--- src/rtl/esf_pkg.sv ---
package esf_pkg;
  typedef enum logic [1:0] {
    KIND_LINE_OPEN   = 2'd0,
    KIND_LINE_CLOSE  = 2'd1,
    KIND_FRAME_OPEN  = 2'd2,
    KIND_FRAME_CLOSE = 2'd3
  } sync_kind_e;

  localparam int unsigned DEF_BYTE_W     = 8;
  localparam int unsigned DEF_CODE_BYTES = 4;
  localparam int unsigned DEF_MAX_CHAN   = 7;
  localparam int unsigned DEF_MAX_KIND   = 3;
endpackage

--- src/rtl/esf_matcher.sv ---
module esf_matcher #(
  parameter int unsigned BYTE_W     = 8,
  parameter int unsigned CODE_BYTES = 4,
  parameter int unsigned MAX_CHAN   = 7,
  parameter int unsigned MAX_KIND   = 3
) (
  input  logic              clk,
  input  logic              rst_n,
  input  logic              en,
  input  logic              bit_vld,
  input  logic              bit_in,
  output logic              match,
  output logic [BYTE_W-1:0] new_byte
);
  localparam int unsigned CODE_W = BYTE_W * CODE_BYTES;
  localparam int unsigned NIB_W  = BYTE_W / 2;

  logic [CODE_W-1:0]     win_q, win_n;
  logic [CODE_BYTES-2:0] pre_ok;
  logic [NIB_W-1:0]      kind_nib, chan_nib;

  // New bits enter at the top, so the oldest byte ends at the bottom.
  assign win_n = {bit_in, win_q[CODE_W-1:1]};

  generate
    for (genvar b = 0; b < CODE_BYTES - 1; b++) begin : g_prefix
      if (b == 0) begin : g_ones
        assign pre_ok[b] = &win_n[b*BYTE_W +: BYTE_W];
      end else begin : g_zeros
        assign pre_ok[b] = ~|win_n[b*BYTE_W +: BYTE_W];
      end
    end
  endgenerate

  assign new_byte = win_n[CODE_W-1 -: BYTE_W];
  assign kind_nib = new_byte[NIB_W-1:0];
  assign chan_nib = new_byte[BYTE_W-1 -: NIB_W];
  assign match    = en && bit_vld && (&pre_ok)
                    && (kind_nib <= NIB_W'(MAX_KIND))
                    && (chan_nib <= NIB_W'(MAX_CHAN));

  always_ff @(posedge clk or negedge rst_n) begin
    if (!rst_n) begin
      win_q <= '0;
    end else if (!en) begin
      win_q <= '0;
    end else if (bit_vld) begin
      win_q <= win_n;
    end
  end
endmodule

--- src/rtl/esf_aligner.sv ---
module esf_aligner #(
  parameter int unsigned BYTE_W = 8
) (
  input  logic clk,
  input  logic rst_n,
  input  logic en,
  input  logic bit_vld,
  input  logic match,
  output logic tick,
  output logic same_phase,
  output logic locked
);
  localparam int unsigned CNT_W = $clog2(BYTE_W);

  logic [CNT_W-1:0] cnt_q, cnt_n;
  logic             lock_q, lock_n;
  logic             wrap;

  assign wrap       = (cnt_q == CNT_W'(BYTE_W - 1));
  assign same_phase = lock_q && wrap;
  assign tick       = bit_vld && (match || same_phase);
  assign locked     = lock_q;

  always_comb begin
    cnt_n  = cnt_q;
    lock_n = lock_q;
    if (match) begin
      cnt_n  = '0;
      lock_n = 1'b1;
    end else begin
      cnt_n = wrap ? '0 : cnt_q + CNT_W'(1);
    end
  end

  always_ff @(posedge clk or negedge rst_n) begin
    if (!rst_n) begin
      cnt_q  <= '0;
      lock_q <= 1'b0;
    end else if (!en) begin
      cnt_q  <= '0;
      lock_q <= 1'b0;
    end else if (bit_vld) begin
      cnt_q  <= cnt_n;
      lock_q <= lock_n;
    end
  end

  assert_lock_holds_R5: assert property (@(posedge clk) disable iff (!rst_n)
    (lock_q && en) |=> lock_q);
endmodule

--- src/rtl/esf_delay.sv ---
module esf_delay #(
  parameter int unsigned BYTE_W = 8,
  parameter int unsigned DEPTH  = 4
) (
  input  logic              clk,
  input  logic              rst_n,
  input  logic              en,
  input  logic              tick,
  input  logic              match,
  input  logic              same_phase,
  input  logic [BYTE_W-1:0] new_byte,
  output logic              fire,
  output logic [BYTE_W-1:0] out_dat,
  output logic              out_code,
  output logic              out_last
);
  logic [DEPTH-1:0][BYTE_W-1:0] dat_q, dat_n;
  logic [DEPTH-1:0]             vld_q, vld_n, cod_q, cod_n, lst_q, lst_n;

  always_comb begin
    dat_n    = dat_q;
    vld_n    = vld_q;
    cod_n    = cod_q;
    lst_n    = lst_q;
    dat_n[0] = new_byte;
    vld_n[0] = 1'b1;
    cod_n[0] = match;
    lst_n[0] = match;
    for (int i = 1; i < DEPTH; i++) begin
      if (match) begin
        // The match proves the older bytes on the new boundary.
        dat_n[i] = (i == DEPTH - 1) ? {BYTE_W{1'b1}} : {BYTE_W{1'b0}};
        vld_n[i] = 1'b1;
        cod_n[i] = 1'b1;
        lst_n[i] = 1'b0;
      end else begin
        dat_n[i] = dat_q[i-1];
        vld_n[i] = vld_q[i-1];
        cod_n[i] = cod_q[i-1];
        lst_n[i] = lst_q[i-1];
      end
    end
  end

  always_ff @(posedge clk or negedge rst_n) begin
    if (!rst_n) begin
      dat_q <= '0;
      vld_q <= '0;
      cod_q <= '0;
      lst_q <= '0;
    end else if (!en) begin
      dat_q <= '0;
      vld_q <= '0;
      cod_q <= '0;
      lst_q <= '0;
    end else if (tick) begin
      dat_q <= dat_n;
      vld_q <= vld_n;
      cod_q <= cod_n;
      lst_q <= lst_n;
    end
  end

  assign fire     = tick && same_phase && vld_q[DEPTH-1];
  assign out_dat  = dat_q[DEPTH-1];
  assign out_code = cod_q[DEPTH-1];
  assign out_last = lst_q[DEPTH-1];

  assert_prefix_loaded_R1: assert property (@(posedge clk) disable iff (!rst_n)
    (tick && match) |=> (cod_q[DEPTH-1] && (dat_q[DEPTH-1] == {BYTE_W{1'b1}})
                         && lst_q[0]));
endmodule

--- src/rtl/embedded_sync_framer.sv ---
module embedded_sync_framer
  import esf_pkg::*;
#(
  parameter int unsigned BYTE_W     = DEF_BYTE_W,
  parameter int unsigned CODE_BYTES = DEF_CODE_BYTES,
  parameter int unsigned MAX_CHAN   = DEF_MAX_CHAN,
  parameter int unsigned MAX_KIND   = DEF_MAX_KIND,
  parameter int unsigned CHAN_W     = $clog2(MAX_CHAN + 1)
) (
  input  logic              clk,
  input  logic              rst_n,
  input  logic              en,
  input  logic              strip_sel,
  input  logic              bit_vld,
  input  logic              bit_in,
  output logic [BYTE_W-1:0] byte_out,
  output logic              byte_stb,
  output logic              hsync,
  output logic              vsync,
  output logic [CHAN_W-1:0] chan_id
);
  localparam int unsigned NIB_W = BYTE_W / 2;

  logic              match, tick, same_phase, locked;
  logic              fire, out_code, out_last;
  logic [BYTE_W-1:0] new_byte, out_dat;
  sync_kind_e        kind;

  logic [BYTE_W-1:0] byte_q, byte_n;
  logic              stb_q, stb_n, hs_q, hs_n, vs_q, vs_n;
  logic [CHAN_W-1:0] chan_q, chan_n;

  esf_matcher #(
    .BYTE_W(BYTE_W), .CODE_BYTES(CODE_BYTES),
    .MAX_CHAN(MAX_CHAN), .MAX_KIND(MAX_KIND)
  ) u_match (
    .clk(clk), .rst_n(rst_n), .en(en), .bit_vld(bit_vld), .bit_in(bit_in),
    .match(match), .new_byte(new_byte)
  );

  esf_aligner #(.BYTE_W(BYTE_W)) u_align (
    .clk(clk), .rst_n(rst_n), .en(en), .bit_vld(bit_vld), .match(match),
    .tick(tick), .same_phase(same_phase), .locked(locked)
  );

  esf_delay #(.BYTE_W(BYTE_W), .DEPTH(CODE_BYTES)) u_delay (
    .clk(clk), .rst_n(rst_n), .en(en), .tick(tick), .match(match),
    .same_phase(same_phase), .new_byte(new_byte), .fire(fire),
    .out_dat(out_dat), .out_code(out_code), .out_last(out_last)
  );

  assign kind = sync_kind_e'(out_dat[1:0]);

  always_comb begin
    byte_n = byte_q;
    stb_n  = 1'b0;
    hs_n   = hs_q;
    vs_n   = vs_q;
    chan_n = chan_q;
    if (fire) begin
      if (!strip_sel || !out_code) begin
        byte_n = out_dat;
        stb_n  = 1'b1;
      end
      if (out_last) begin
        chan_n = out_dat[NIB_W +: CHAN_W];
        unique case (kind)
          KIND_LINE_OPEN:   hs_n = 1'b1;
          KIND_LINE_CLOSE:  hs_n = 1'b0;
          KIND_FRAME_OPEN:  begin vs_n = 1'b1; hs_n = 1'b1; end
          KIND_FRAME_CLOSE: begin vs_n = 1'b0; hs_n = 1'b0; end
          default:          hs_n = hs_q;
        endcase
      end
    end
    if (!en) begin
      byte_n = '0;
      stb_n  = 1'b0;
      hs_n   = 1'b0;
      vs_n   = 1'b0;
      chan_n = '0;
    end
  end

  always_ff @(posedge clk or negedge rst_n) begin
    if (!rst_n) begin
      byte_q <= '0;
      stb_q  <= 1'b0;
      hs_q   <= 1'b0;
      vs_q   <= 1'b0;
      chan_q <= '0;
    end else begin
      byte_q <= byte_n;
      stb_q  <= stb_n;
      hs_q   <= hs_n;
      vs_q   <= vs_n;
      chan_q <= chan_n;
    end
  end

  assign byte_out = byte_q;
  assign byte_stb = stb_q;
  assign hsync    = hs_q;
  assign vsync    = vs_q;
  assign chan_id  = chan_q;

  assert_quiet_when_off_R10: assert property (@(posedge clk) disable iff (!rst_n)
    !en |=> (byte_out == '0 && !byte_stb && !hsync && !vsync && chan_id == '0));
  assert_frame_opens_line_R3: assert property (@(posedge clk) disable iff (!rst_n)
    $rose(vsync) |-> hsync);
  assert_frame_closes_line_R3: assert property (@(posedge clk) disable iff (!rst_n)
    $fell(vsync) |-> !hsync);
  assert_strobe_needs_tick_R5: assert property (@(posedge clk) disable iff (!rst_n)
    byte_stb |-> ($past(tick) && $past(locked)));
endmodule

--- config.mk ---
export PLATFORM = sky130hd
export DESIGN_NAME = embedded_sync_framer
export DESIGN_NICKNAME = d
export VERILOG_FILES = /design/src/rtl/esf_pkg.sv /design/src/rtl/esf_matcher.sv /design/src/rtl/esf_aligner.sv /design/src/rtl/esf_delay.sv /design/src/rtl/embedded_sync_framer.sv
export SDC_FILE = /design/constraint.sdc
export NUM_CORES = 1
export LEC_CHECK = 0
export ABC_AREA = 1
export BUFFER_PORTS_ARGS = -buffer_cell sky130_fd_sc_hd__buf_2
export CAP_MARGIN = 20
export CORE_MARGIN = 2
export CORE_UTILIZATION = 54
export CTS_CLUSTER_SIZE = 16
export DETAILED_ROUTE_END_ITERATION = 7
export PLACE_DENSITY_LB_ADDON = 0.12
export SETUP_SLACK_MARGIN = 0.5
export SLEW_MARGIN = 20
export SYNTH_ARGS = -nofsm -noshare
export SYNTH_HDL_FRONTEND = slang
export SYNTH_SLANG_ARGS = --single-unit
--- constraint.sdc ---
create_clock -name clk -period 1.7 [get_ports clk]
set_input_delay 0.17 -clock clk [delete_from_list [all_inputs] [get_ports clk]]
set_output_delay 0.17 -clock clk [all_outputs]
set_load 0.01 [all_outputs]
# Word level (Yosys, flattened, before mapping)
# Index checks and enable logic that the tools add are counted.
# W data, S select, Z words.
[totals]
ff_bits = 94
latchBits = 0
ramBits = 0
romBits = 0
out_inout_bits = 14
word_cells = 99
memories = 0
[op_classes]
n_addsub = 1
n_mul = 0
n_div = 0
order_cmp = 2
eq_ne = 11
shifts = 0
muxes = 46
bitwise = 0
reduce_logical = 24
[ops]
columns = ["cell", "count"]
rows = [
  ["$mux W32", 4],
  ["$mux W8", 6],
  ["$mux W4", 6],
  ["$mux W1", 21],
  ["$mux W3", 7],
  ["$reduce_or A8 Y1", 2],
  ["$ne A2 B1 Y1 const B", 6],
  ["$reduce_and A10 Y1", 1],
  ["$logic_and A1 B1 Y1", 8],
  ["$reduce_and A2 Y1", 3],
  ["$eq A2 B2 Y1 const B", 2],
  ["$le A4 B2 Y1 const B", 1],
  ["$le A4 B3 Y1 const B", 1],
  ["$logic_not A1 Y1", 4],
  ["$pmux W1 S2", 2],
  ["$reduce_or A2 Y1", 2],
  ["$add A3 B1 Y3 const B", 1],
  ["$eq A3 B3 Y1 const B", 1],
  ["$ne A3 B1 Y1 const B", 1],
  ["$reduce_and A3 Y1", 1],
  ["$eq A2 B1 Y1 const B", 1],
  ["$logic_not A2 Y1", 1],
  ["$logic_or A1 B1 Y1", 2],
]

# Longest topological paths before layout
[logic_depth]
word_depth = 12
mapped_depth = 11
mapped_depth_nobuf = 10

# Hierarchy
# A second synthesis with hierarchy kept.
[hier_totals]
hier_cells = 469
hier_area_um2 = 4093.9
[by_module_without_submodules]
columns = ["mod", "instances", "cells_per_inst", "area_per_inst_um2", "seq_area_each_um2"]
rows = [
  ["esf_delay", 1, 237, 1948.1, 1076.0],
  ["esf_matcher", 1, 140, 1330.0, 775.7],
  ["embedded_sync_framer", 1, 66, 599.3, 350.3],
  ["esf_aligner", 1, 26, 216.5, 100.1],
]

# Worst setup path after synthesis
# Ideal clock, no wire load.
[synth_timing]
kind = "register -> register"
start = "reg u_align.cnt_q[0]"
end = "reg u_delay.dat_q[17] in the netlist's numbering"
setup_ns = 0.117
arrival_time_ns = 1.589
t_required_ns = 1.583
setup_slack_ns = -0.006
stages_incl_launch_ff = 10
period_less_slack_ns = 1.706
path_cell_list = "dfrtp_1 ha_1 ha_1 nand2_1 inv_1 nor2_2 clkinv_1 clkbuf_1 nand4_1 nand2_1"
[synth_via]
elab_chain_len = 5
[synth_lines]
columns = ["element", "line", "text"]
rows = [
  ["start: declaration", "esf_aligner.sv:15", "logic [CNT_W-1:0] cnt_q, cnt_n;"],
  ["start signal: assignment", "esf_aligner.sv:43", "cnt_q <= cnt_n;"],
  ["$eq A3 B3 Y1", "esf_aligner.sv:19", "assign wrap = (cnt_q == CNT_W'(BYTE_W - 1));"],
  ["$logic_and A1 B1 Y1", "esf_aligner.sv:20", "assign same_phase = lock_q && wrap;"],
  ["$logic_or A1 B1 Y1", "esf_aligner.sv:21", "assign tick = bit_vld && (match || same_phase);"],
  ["$logic_and A1 B1 Y1", "esf_aligner.sv:21", ""],
  ["$ne A2 B1 Y1 (no line)", "-", ""],
  ["end signal: assignment", "esf_delay.sv:57", "dat_q <= dat_n;"],
  ["end: declaration", "esf_delay.sv:17", "logic [DEPTH-1:0][BYTE_W-1:0] dat_q, dat_n;"],
]
# No other way between the ends.
# A chain may end at the register's enable or synchronous reset.

# Final worst setup path
[layout_timing]
start = "reg u_match.win_q[11]"
end = "reg u_delay.dat_q[20] in the netlist's numbering"
[layout_via]
elab_chain_len = 9
elab_cells_between_ends = 12
classes_between = "eq/ne: 1; mux: 3; reduce/logical: 8"
[layout_lines]
columns = ["element", "line", "text"]
rows = [
  ["start: declaration", "esf_matcher.sv:18", "logic [CODE_W-1:0] win_q, win_n;"],
  ["start signal: assignment", "esf_matcher.sv:48", "win_q <= win_n;"],
  ["$reduce_or A8 Y1 *", "esf_matcher.sv:30", "assign pre_ok[b] = ~|win_n[b*BYTE_W +: BYTE_W];"],
  ["$logic_not A1 Y1 *", "esf_matcher.sv:30", ""],
  ["$reduce_and A10 Y1 *", "esf_matcher.sv:38", "assign match = en && bit_vld && (&pre_ok)"],
  ["$logic_and A1 B1 Y1 *", "esf_matcher.sv:38", ""],
  ["$logic_and A1 B1 Y1 *", "esf_matcher.sv:39", "&& (kind_nib <= NIB_W'(MAX_KIND))"],
  ["$logic_and A1 B1 Y1 *", "esf_matcher.sv:40", "&& (chan_nib <= NIB_W'(MAX_CHAN));"],
  ["$mux W8 or $logic_or A1 B1 Y1 (tied branches)", "esf_delay.sv:30, esf_aligner.sv:21", ""],
  ["$mux W32 or $logic_and A1 B1 Y1 (tied branches)", "esf_delay.sv:56, esf_aligner.sv:21", ""],
  ["$mux W32 or $ne A2 B1 Y1 (tied branches)", "-", ""],
]
# Every way passes the cells marked *; elsewhere a longest branch is shown, timed or not. The select of a mux whose other input is x is not followed.

==> impl_metrics.yaml <==
run_status:
  status: "complete, no violations"
clock_tree:
  clk_pin_slew_worst_paths_ns: 0.08
  root_buffer: "clkbuf_8"
  insertion_delay_ns: 0.36
  htreeDepth: 3
  cts_sinks: 92
  ctsLongestPathBuffers: 2
  cts_tree: "done"
  cts_made_buffers: 9
worst_setup_path:
  endpoint_kind: "flip-flop"
  worstSetupStartpointType: "flip-flop"
  critPathRequiredTime_ns: 1.95
  cp.arrival_ns: 1.83
  path_class: "flip-flop to flip-flop"
  critPathMaxFanout: 7
sta:
  max_freq_ghz: 0.6312
  hold_violations: 0
  setup_violations: 0
  setup_ws_ns: 0.1157
  fin_skew_ns: 0.007657
  slew_viol_final: 0
  worst_pin_slew_ns: 0.4815
  slew_headroom_pct: 67.90
  period_needed_ns: 1.584
  hold_ws_ns: 0.07314
  timing.final.crit_share_pct: 93.20
  final.setup.tns_ns: 0
  grt_setup_unrepaired: "true"
placed_design:
  place_ws_ns: 0.03135
  place_congestion: 0.7259
  place_area_um2: 4081
  dp.cells: 528
  hpwlAfterDp_um: 4242
  portBuffers: 19
layout:
  num_antenna_cells: 0
  layout.cells.non_filler: 564
  nets: 472
  final_cell_mix: "dfrtp_1, nand2_1, inv_1, nand2_2, o22ai_1"
  design_area_um2: 4857
  syn2layout_area_growth_pct: 25.83
  drive_gt1_share_pct: 29.91
  final_common_cell: "dfrtp_1"
drt:
  dr.first_iter.drc_count: 175
  drcViolationCount: 0
  antenna_left: 0
  vias: 3020
  routed_wl_um: 8314
  detail_route.wl_per_cell_um: 14.74
  drtPass1Iterations: 4
  viasPerCell: 5.355
synthesis:
  yosysSeqAreaShare_pct: 59.64
  syn_area_per_cell_um2: 9.019
  synthSimpleGateAreaFrac_pct: 23.27
  synth_cell_types: 22
  ys_seq_elements: 92
  synth-compound-area-share_pct: 6.840
  synth_area_um2: 3860
  yosysWarnings: 0
  syn_nets: 436
  synth.area.mux_share_pct: 0
  synth_top_family_by_area: "simple AND/OR/NAND/NOR gates"
  synth_adder_area_share_pct: 0.6483
  syn_inst: 428
  synthXorXnorAreaFrac_pct: 0
grt:
  track_usage_pct: 21.46
  grt_max_degree: 93
  grt_pass1_vias: 2817
  grt_pass1_wl_um: 12900
  antenna_found_initial: 0
  grt-ovfl-total: 0
power:
  peakVddDrop_mv: 0.4026
  switching_share_pct: 23.66
  p_per_area_nw_per_um2: 785.7
  power_frac_comb_pct: 7.8
  p_leak_uw: 0.002549
  p_int_uw: 2913
  switchingPower_uw: 902.9
  p_seq_share_pct: 58.1
  clock_power_share_pct: 34.2
floorplan:
  coreArea_um2: 6869
  pin_count: 20
  dieArea_um2: 7840
  fp-row-count: 30
  start_util_pct: 56.19
  chipWidth_um: 88.55
  die_y_um: 88.55
run:
  cap_violations: 0
worst_hold_path:
  min_path_type: "primary input to flip-flop"
-- synthesized netlist by cell type, drive strengths merged --
cell	n	area, µm²
nand2	139	544.3
dfrtp	92	2302
inv	58	220.2
nand3	35	175.2
o22ai	31	193.9
nand4	19	118.9
buf	16	116.4
nor2	11	43.80
o21ai	11	55.05
clkbuf	8	30.03
ha	2	25.02
nor3	2	10.01
clkinv	1	3.750
o211ai	1	7.510
o31ai	1	7.510
or2	1	6.260
-- power groups by stage --
stage               registers [µW]  logic (µW)  clock network (µW)
floorplan                     2260         128                   0
global placement              2260         213                   0
detailed placement            2260         215                   0
CTS                           2220         245                1330
global route                  2220         325                1430
finish                        2220         296                1300
-- routing by layer --
layer	vias to the layer above	GRT usage [%]	part of all wire [%]	routed length, µm
li1	1452	-	-	-
met1	1487	26.90	41	3412
met2	63	37.46	53	4407
met3	18	2.799	3.3	276
met4	0	9.091	2.6	218
met5	-	0	0	0
-- final cells by class --
| cell class | instances | area [µm²] |
|---|---|---|
| flip-flops and latches | 92 | 2302 |
| well taps | 96 | 120.1 |
| clock inverters | 2 | 10.01 |
| multi-input cells | 253 | 1458 |
| fillers | 542 | 2012 |
| repair buffers | 49 | 569.3 |
| clock buffers | 13 | 158.9 |
| inverters | 59 | 239.0 |
-- critical path: stages, from the launching register on --
cell and delay [ns]:
dfrtp_1 0.39, inv_2 0.07, nand2_2 0.05, nor2_2 0.10, nand2_1 0.08, nor2_2 0.14, nand2_2 0.11, nand2_4 0.13
nand2_8 0.11, clkbuf_16 0.19, nand2_2 0.05, nand2_1 0.05
-- worst paths after layout --
kind | start | to | slack, ns | depth (start not counted)
worst min register to register | u_delay.vld_q[0] | u_delay.vld_q[0] | 0.47 | 2
min in group asynchronous | rst_n | chan_id[2] | 0.38 | 3
worst max-delay path | u_match.win_q[11] | u_delay.dat_q[20] | 0.12 | 11
max in group asynchronous | rst_n | u_match.win_q[5] | 0.93 | 3
worst min-delay path | bit_in | u_delay.dat_q[7] | 0.07 | 3
worst max register to register | u_match.win_q[11] | u_delay.dat_q[20] | 0.12 | 11
-- registers in the layout, summed over array words and instances, names as in the netlist, 3 cells and up --
signal and count:
u_delay.out_dat 8, u_delay.lst_q 4, u_align.cnt_q 3, u_delay.dat_q 24, u_delay.cod_q 3, u_delay.vld_q 4
chan_id 3, byte_out 8, u_match.win_q 31
-- stage by stage --
stage / total power, µW / util [%]
final: 3816 / 70.71
after global placement: 2472 / 59.42
after global routing: 3977 / 70.71
after floorplan: 2386 / -
after CTS: 3794 / 66.39
after detailed placement: 2475 / 59.42
-- cells by family after synthesis --
family                     Yosys count
and+or+nand+nor                    207
DFF                                 92
buffers and inverters               83
AOI/OAI and AO/OA                   44
adders and majority gates            2
-- timing repair --
| item | in CTS | in global routing |
|---|---|---|
| pin swaps | 5 | 8 |
| gates cloned | 4 | 5 |
| setup endpoints to repair | 61 | 61 |
| hold endpoints to repair | 92 | 0 |
| hold buffers | 1 | 0 |
| setup buffers | 8 | 3 |
| resized for setup | 45 | 57 |
(Power assumes the default switching activity.)
